## config.mk

```make
export PLATFORM = sky130hd
export DESIGN_NAME = seed_scan_filler
export DESIGN_NICKNAME = d
export VERILOG_FILES = /design/src/rtl/ssf_pkg.sv /design/src/rtl/ssf_seed_store.sv /design/src/rtl/ssf_lfsr.sv /design/src/rtl/ssf_sequencer.sv /design/src/rtl/seed_scan_filler.sv
export SDC_FILE = /design/constraint.sdc
export NUM_CORES = 1
export LEC_CHECK = 0
export BUFFER_PORTS_ARGS = -buffer_cell sky130_fd_sc_hd__buf_2
export CAP_MARGIN = 10
export CORE_MARGIN = 8
export CORE_UTILIZATION = 50
export DETAILED_ROUTE_END_ITERATION = 10
export GPL_TIMING_DRIVEN = 0
export PLACE_DENSITY = 0.72
export SLEW_MARGIN = 20
export SYNTH_ARGS = -nofsm -noshare
export SYNTH_HDL_FRONTEND = slang
export SYNTH_SLANG_ARGS = --single-unit
```

## constraint.sdc

```tcl
create_clock -name clk -period 3.79 [get_ports clk]
set_input_delay 0.758 -clock clk [delete_from_list [all_inputs] [get_ports clk]]
set_output_delay 0.758 -clock clk [all_outputs]
set_load 0.1 [all_outputs]
```

## src/rtl/ssf_pkg.sv

```systemverilog
// Shared types and build-time constants for the seeded scan-chain filler.
// Assumes LFSR widths of at most 64 bits.
package ssf_pkg;

    typedef enum logic [2:0] {
        ST_IDLE,
        ST_LOAD,
        ST_SHIFT,
        ST_CAPT,
        ST_DONE
    } ssf_state_e;

    // Feedback bit mask of a primitive polynomial for a supported width.
    function automatic logic [63:0] tap_mask(input int width);
        logic [63:0] m;
        m = '0;
        case (width)
            20: begin m[19] = 1'b1; m[16] = 1'b1; end
            24: begin m[23] = 1'b1; m[22] = 1'b1; m[21] = 1'b1; m[16] = 1'b1; end
            28: begin m[27] = 1'b1; m[24] = 1'b1; end
            32: begin m[31] = 1'b1; m[21] = 1'b1; m[1] = 1'b1; m[0] = 1'b1; end
            default: begin m[width-1] = 1'b1; m[width-2] = 1'b1; end
        endcase
        return m;
    endfunction

endpackage

```

## src/rtl/ssf_seed_store.sv

```systemverilog
// Seed store: SLOTS registers of W bits, one write port, one combinational read.
// Assumes wr_addr is below SLOTS and clears every slot at reset.
module ssf_seed_store #(
    parameter int W     = 24,
    parameter int SLOTS = 4,
    parameter int AW    = 2
) (
    input  logic          clk,
    input  logic          rst_n,
    input  logic          wr_en,
    input  logic [AW-1:0] wr_addr,
    input  logic [W-1:0]  wr_data,
    input  logic [AW-1:0] rd_addr,
    output logic [W-1:0]  rd_data
);
    logic [W-1:0] slot_q [SLOTS];

    for (genvar g = 0; g < SLOTS; g++) begin : g_slot
        // Write one slot when addressed.
        always_ff @(posedge clk) begin
            if (!rst_n)
                slot_q[g] <= '0;
            else if (wr_en && (wr_addr == AW'(g)))
                slot_q[g] <= wr_data;
        end
    end

    // Read the addressed slot. An out-of-range address reads zero.
    always_comb begin
        rd_data = '0;
        for (int i = 0; i < SLOTS; i++)
            if (rd_addr == AW'(i))
                rd_data = slot_q[i];
    end
endmodule

```

## src/rtl/ssf_lfsr.sv

```systemverilog
// External-feedback LFSR that shifts toward the MSB and outputs the MSB.
// Load has priority over step, and an all-zero seed loads as 1.
module ssf_lfsr #(
    parameter int W = 24
) (
    input  logic         clk,
    input  logic         rst_n,
    input  logic         load,
    input  logic [W-1:0] seed,
    input  logic         step,
    output logic         msb,
    output logic         zero_seed
);
    import ssf_pkg::*;

    localparam logic [63:0]  TAPS_FULL = tap_mask(W);
    localparam logic [W-1:0] TAPS      = TAPS_FULL[W-1:0];
    localparam logic [W-1:0] SAFE_SEED = {{(W-1){1'b0}}, 1'b1};

    logic [W-1:0] state_q;
    logic         fb;

    // Feedback is the XOR of the tap bits.
    always_comb fb = ^(state_q & TAPS);

    // Detect a seed that would lock the register.
    always_comb zero_seed = load && (seed == '0);

    // Load a seed, or shift by one.
    always_ff @(posedge clk) begin
        if (!rst_n)
            state_q <= SAFE_SEED;
        else if (load)
            state_q <= zero_seed ? SAFE_SEED : seed;
        else if (step)
            state_q <= {state_q[W-2:0], fb};
    end

    always_comb msb = state_q[W-1];
endmodule

```

## src/rtl/ssf_sequencer.sv

```systemverilog
// Pattern sequencer: load, CHAIN_LEN shift cycles, one capture, repeated for
// each programmed seed, then done. Assumes CHAIN_LEN >= 2.
module ssf_sequencer #(
    parameter int CHAIN_LEN = 16,
    parameter int SLOTS     = 4,
    parameter int CNT_W     = 3,
    parameter int AW        = 2
) (
    input  logic             clk,
    input  logic             rst_n,
    input  logic             start,
    input  logic [CNT_W-1:0] seed_count,
    output logic             run_start,
    output logic             load,
    output logic             step,
    output logic [AW-1:0]    slot,
    output logic             scan_en,
    output logic             capture,
    output logic             done
);
    import ssf_pkg::*;

    localparam int LEN_W = $clog2(CHAIN_LEN);

    ssf_state_e        state_q;
    logic [LEN_W-1:0]  bit_q;
    logic [CNT_W-1:0]  idx_q;
    logic [CNT_W-1:0]  num_q;
    logic [CNT_W-1:0]  eff_count;

    // Limit the requested count to the store depth.
    always_comb eff_count = (seed_count > CNT_W'(SLOTS)) ? CNT_W'(SLOTS) : seed_count;

    // Start is taken only when no run is active.
    always_comb run_start = start && (state_q == ST_IDLE || state_q == ST_DONE);

    // State, bit counter and pattern index.
    always_ff @(posedge clk) begin
        if (!rst_n) begin
            state_q <= ST_IDLE;
            bit_q   <= '0;
            idx_q   <= '0;
            num_q   <= '0;
        end else begin
            case (state_q)
                ST_IDLE, ST_DONE: begin
                    if (run_start) begin
                        num_q   <= eff_count;
                        idx_q   <= '0;
                        state_q <= (eff_count == '0) ? ST_DONE : ST_LOAD;
                    end
                end
                ST_LOAD: begin
                    bit_q   <= '0;
                    state_q <= ST_SHIFT;
                end
                ST_SHIFT: begin
                    bit_q <= bit_q + 1'b1;
                    if (bit_q == LEN_W'(CHAIN_LEN - 1))
                        state_q <= ST_CAPT;
                end
                ST_CAPT: begin
                    if (idx_q == num_q - 1'b1) begin
                        state_q <= ST_DONE;
                    end else begin
                        idx_q   <= idx_q + 1'b1;
                        state_q <= ST_LOAD;
                    end
                end
                default: state_q <= ST_IDLE;
            endcase
        end
    end

    // Decode controls from the state.
    always_comb begin
        load    = (state_q == ST_LOAD);
        step    = (state_q == ST_SHIFT);
        scan_en = (state_q == ST_SHIFT);
        capture = (state_q == ST_CAPT);
        done    = (state_q == ST_DONE);
        slot    = AW'(idx_q);
    end
endmodule

```

## src/rtl/seed_scan_filler.sv

```systemverilog
// Top: seed store, reloaded LFSR and pattern sequencer.
// Assumes LFSR_W >= largest care-bit count + 20 and LFSR_W <= 64.
module seed_scan_filler #(
    parameter int LFSR_W     = 24,
    parameter int CHAIN_LEN  = 16,
    parameter int SEED_SLOTS = 4,
    parameter int ADDR_W     = (SEED_SLOTS > 1) ? $clog2(SEED_SLOTS) : 1,
    parameter int CNT_W      = $clog2(SEED_SLOTS + 1)
) (
    input  logic              clk,
    input  logic              rst_n,
    input  logic              cfg_we,
    input  logic [ADDR_W-1:0] cfg_addr,
    input  logic [LFSR_W-1:0] cfg_seed,
    input  logic [CNT_W-1:0]  seed_count,
    input  logic              start,
    output logic              scan_out,
    output logic              scan_en,
    output logic              capture,
    output logic              done,
    output logic              seed_err
);
    logic              run_start;
    logic              load;
    logic              step;
    logic [ADDR_W-1:0] slot;
    logic [LFSR_W-1:0] seed;
    logic              zero_seed;

    ssf_seed_store #(.W(LFSR_W), .SLOTS(SEED_SLOTS), .AW(ADDR_W)) u_store (
        .clk(clk), .rst_n(rst_n),
        .wr_en(cfg_we), .wr_addr(cfg_addr), .wr_data(cfg_seed),
        .rd_addr(slot), .rd_data(seed)
    );

    ssf_lfsr #(.W(LFSR_W)) u_lfsr (
        .clk(clk), .rst_n(rst_n),
        .load(load), .seed(seed), .step(step),
        .msb(scan_out), .zero_seed(zero_seed)
    );

    ssf_sequencer #(.CHAIN_LEN(CHAIN_LEN), .SLOTS(SEED_SLOTS), .CNT_W(CNT_W), .AW(ADDR_W)) u_seq (
        .clk(clk), .rst_n(rst_n),
        .start(start), .seed_count(seed_count),
        .run_start(run_start), .load(load), .step(step), .slot(slot),
        .scan_en(scan_en), .capture(capture), .done(done)
    );

    // Sticky zero-seed flag, cleared by an accepted start.
    always_ff @(posedge clk) begin
        if (!rst_n)
            seed_err <= 1'b0;
        else if (run_start)
            seed_err <= 1'b0;
        else if (zero_seed)
            seed_err <= 1'b1;
    end
endmodule

```

Yosys cells after proc, flatten, opt, wreduce, memory -nomap -nowiden
Memories as Yosys holds them, arrays and structs flattened. Cells that the tools add are included. Widths: inputs -> output; s select.

Input bits: 33. Memory bits (writable): 96. Logic and storage cells: 85. Memories kept: 1. Output and inout bits: 5. Bits in registers: 38.

Memory list: u_store.slot_q (words 4, width 24, read ports 4, clocked after Yosys merged registers in 0, write ports 4, RTL line ssf_seed_store.sv:16) `logic [W-1:0] slot_q [SLOTS];`.

Magnitude comparators: 1. Bitwise gates (word level): 5. Eq/ne operators: 15. Reduce and logical (&&, ||, !) cells: 20. Multiplexer cells: 34. Add/subtract/negate cells: 3.

Operators by type and width (count): $mux 24 (11); $logic_not 24->1 (1); $reduce_xor 24->1 (1); $mux 3 (7); $mux 1 (13); $pmux 3 s4 (1); $eq 2x2->1 const B (4); $pmux 4 s2 (1); $eq 3x2->1 const B (2); $logic_and 1x1->1 (6); $logic_not 3->1 (2); $pmux 3 s2 (1); $add 4x1->4 const B (1); $eq 2x1->1 const B (2); $eq 4x4->1 const B (1); $logic_not 2->1 (2); $ne 2x2->1 const B (2); $or 1x1->1 (4); $reduce_and 2->1 (2); $reduce_bool 2->1 (2); $reduce_or 2->1 (2); $add 3x1->3 const B (1); $eq 3x1->1 const B (1); $eq 3x3->1 (1); other kinds (7) (7).

Longest topological paths before layout
Word-level depth: 9. Mapped depth: 10. Depth with buffers taken out: 8.

Cells and area by module
A second synthesis with hierarchy kept.

Cell total of the unflattened synthesis: 449. Area, all modules: 6237.2 um^2.

Modules (own cells, without submodules): ssf_seed_store (cells an instance 241, area an instance 4216.5 um^2, instances 1); ssf_lfsr (cells an instance 123, area an instance 1227.4 um^2, instances 1); ssf_sequencer (cells an instance 82, area an instance 757.0 um^2, instances 1); seed_scan_filler (cells an instance 3, area an instance 36.3 um^2, instances 1).

Worst setup path before layout
OpenSTA, ideal clock, no wires.

Path type: input port to flip-flop. Start: in cfg_addr[0]. End: mem u_store.slot_q[2][0], enable pin. Arrival time: 2.667 ns. Stages: 2. Data required time: 3.352 ns. Buffers on the path: 0. Slack: 0.684 ns. Path through: nand2b_1 > o21ai_0.

RTL lines: start, declared (RTL line seed_scan_filler.sv:13) `input logic [ADDR_W-1:0] cfg_addr,`; end, declared (RTL line ssf_seed_store.sv:16).

Final worst setup path
Start: reg u_seq.state_q[1]. End: out scan_en.

Word-level cells in the longest chain between the ends: 1.

RTL lines: start, declared (RTL line ssf_sequencer.sv:25) `ssf_state_e state_q;`; start signal, assigned (RTL line ssf_sequencer.sv:50) `state_q <= (eff_count == '0) ? ST_DONE : ST_LOAD;`; $eq 3x2->1 (RTL line ssf_sequencer.sv:79) `scan_en = (state_q == ST_SHIFT);`; end, declared (RTL line seed_scan_filler.sv:18) `output logic scan_en,`.

No other way between the ends.

==> qor.txt <==
status - finished clean
count leader, synth - and2_1
critical hold path startpoint - u_seq.bit_q[3]
Synth Instances - 561
cell area after placement - 0.00691 mm2
setup TNS - 0 ns
r2r setup slk - 1.14 ns
Power Internal - 3.13 mW
core box area - 0.0126 mm2
Final Cell Area - 0.00749 mm2
Clock Latency Late Sink - 0.42 ns
most area-hungry cell type in the Yosys netlist - edfxtp_1
Area growth syn-to-layout - 17.4%
clock-pin slew of the registers on the worst-case setup and hold paths - 0.06 ns
Ant. Diodes - 0
FP Rows - 41
residual DRC count - 0
count of different cell masters after synthesis - 56
clock root buffer master - clkbuf_16
Synthesis Warnings - 0
static leakage - 2.99 nW
Max-Cap Viols - 0
peak supply drop - 321 uV
top cell type's share of synthesized area - 0.452
Syn Nets - 600
post-CTS sizing - 0
Inst Count DP - 773
Post-synth ARST share - 0
#FFs+latches synth - 134
Setup violations, final - 0
pin count of the biggest net entering global routing - 18
arrival time worst endpoint - 1.97 ns
switching power - 1.21 mW
initial antenna violation count - 0
min cycle time layout - 2.73 ns
sequential share of the synthesized area - 0.571
pre-CTS setup slack - 1.23 ns
DR iter-0 viols - 441
power share of the clock group - 0.378
Chip Width - 129 um
Num CTS Buffers - 17
relative slew slack - 0.541
CP Launch Point - u_seq.state_q[1]
most frequent cells after synthesis - 99 x and2_1, 96 x edfxtp_1, 50 x nand2_1
maximum clock frequency - 366 MHz
Slew @ Worst Pin - 0.689 ns
fillers - 1048
height of the die - 129 um
io pins - 38
power share of the sequential group - 0.427
Placer Congestion - 0.849
HP Class - flip-flop to flip-flop
post-CTS setup repair buffer count - 0
Critical R2R Launch - u_seq.idx_q[0]
Critical Path Sink Type - output pin
routed vias - 4743
post-route setup slack - 1.06 ns
Primary FF master, synth - edfxtp_1
Logic pwr share - 0.195
Net Sw Frac - 0.278
Max Clock Skew - 0.00562 ns
initial core utilization - 0.508
Total Nets Final - 659
layout cells sized above 1 - 0.158
hpwl dp - 11200 um
Mapped Area - 0.00638 mm2
DR vias/cell - 5.89
Final Max Tran Viols - 0
CP startpoint kind - flip-flop
Overflow after GRT - 0
GRT Total Usage - 0.202
I/O Buffers - 36
CP max stage cell - dfxtp_1
post-DR wirelength/cell - 20.0 um
die area - 0.0166 mm2
Critical Path Fanout Max - 8
vias in the first global route - 4758
Fin Hold WS - 0.457 ns
Post-Layout Cell Count - 805
Pwr Density - 579 mW/mm2
critical path's largest stage delay - 0.49 ns
Post-synth EDFFs - 96
first-pass GRT wire length - 25300 um
CP Class - flip-flop to output pin
final hold violation count - 0
# H-tree levels - 4
CTS Buffer Depth - 2
post-cts hold buffer count - 0
Detailed Routing Iterations Pass 1 - 6
Total Routed Length - 16100 um
top cells by area, synth - edfxtp_1 45%, dfxtp_1 12%, and2_1 9.7%, o211a_1 3.1%, nand2_1 2.9%
Clock Sinks - 134
Crit path required time - 3.03 ns
Tcrit/Tclk final - 0.721
syn avg cell area - 11.4 um2
Cell Chain, Critical Path - or3b_1 -> buf_6 -> inv_8 -> buf_2
TritonCTS clock tree - done
RSZ-0062 raised after global routing - no
Antenna Nets Post-Route - 0
[worst paths after layout]
check / depth (start not counted) / endpoint
worst max register to register: 9 / u_lfsr.state_q[0]
worst min register to register: 1 / u_seq.bit_q[3]
worst min-delay path: 1 / u_seq.bit_q[3]
worst max-delay path: 4 / scan_en
[cell usage in the layout, fill, tap and decap left out, types with 3 or more instances in the layout]
cell,instances
xor2_1,4
a211oi_1,6
nor3b_1,3
buf_6,6
nand3b_1,12
dfxtp_1,38
o211ai_1,11
and2_1,99
o211a_1,20
nor2b_1,15
clkbuf_8,3
clkbuf_16,17
a211o_2,5
nand2b_1,4
inv_1,8
buf_2,41
nor2_1,16
clkbuf_1,22
a211o_1,4
a21boi_0,3
a31oi_1,10
edfxtp_1,96
o221ai_1,7
a221oi_1,3
nor4_1,5
a21oi_1,20
bufinv_16,3
nand3_1,6
and3b_1,6
o311ai_0,3
nand2_1,50
xnor2_1,5
clkinvlp_4,4
o21ai_0,8
o22ai_1,18
o21ai_4,4
clkinv_1,4
ha_1,6
[flip-flops by register name, indices dropped and copies added (netlist names)]
signal	count
u_seq.idx_q	3
u_seq.state_q	3
u_seq.bit_q	4
u_seq.num_q	3
u_lfsr.state_q	24
u_store.slot_q	96
seed_err	1
[critical path, delay by kind of cell, from the launching register on]
| kind | cells | cell delay [ns] |
|---|---|---|
| buffers and inverters | 3 | 0.66 |
| DFF | 1 | 0.49 |
| and+or+nand+nor | 1 | 0.40 |
[layout make-up]
type	count	area (um2)	share of cell area
buffer	37	228	0.0304
clock buffer	18	429	0.0573
clock inverter	14	158	0.0210
inverter	10	45.0	0.00601
multi-input combinational	380	2510	0.335
sequential	134	3640	0.486
tap	172	215	0.0287
timing repair buffer	40	265	0.0354
[kinds of logic after synthesis]
group | count (synthesis) | share of synthesized area
adder cells (fa/ha/maj) | 6 | 0.0118
XOR/XNOR | 9 | 0.0123
AND/OR/NAND/NOR | 232 | 0.211
buffers and inverters | 47 | 0.0427
multiplexers | 2 | 0.00314
flip-flops | 134 | 0.571
AO/OA/AOI/OAI | 131 | 0.149
[power by group through the flow]
stage | logic (mW) | clock network (mW) | registers (mW)
after global placement | 0.794 | 0 | 1.88
after floorplan | 0.600 | 0 | 1.87
after CTS | 0.841 | 1.65 | 1.85
final | 0.843 | 1.64 | 1.85
after global routing | 0.916 | 1.71 | 1.87
after detailed placement | 0.835 | 0 | 1.88
[routing by layer]
layer,global-route usage,routed length (um)
met5,0,0
met4,0.0760,288
met3,0.0484,1140
met2,0.345,8000
met1,0.241,6680
[stage by stage]
stage	utilization	power, mW
global placement	0.539	2.67
CTS	0.596	4.34
global route	0.596	4.50
floorplan	-	2.47
detailed placement	0.550	2.72
finish	0.596	4.34
Note: power is estimated with default switching activity, not from simulation.
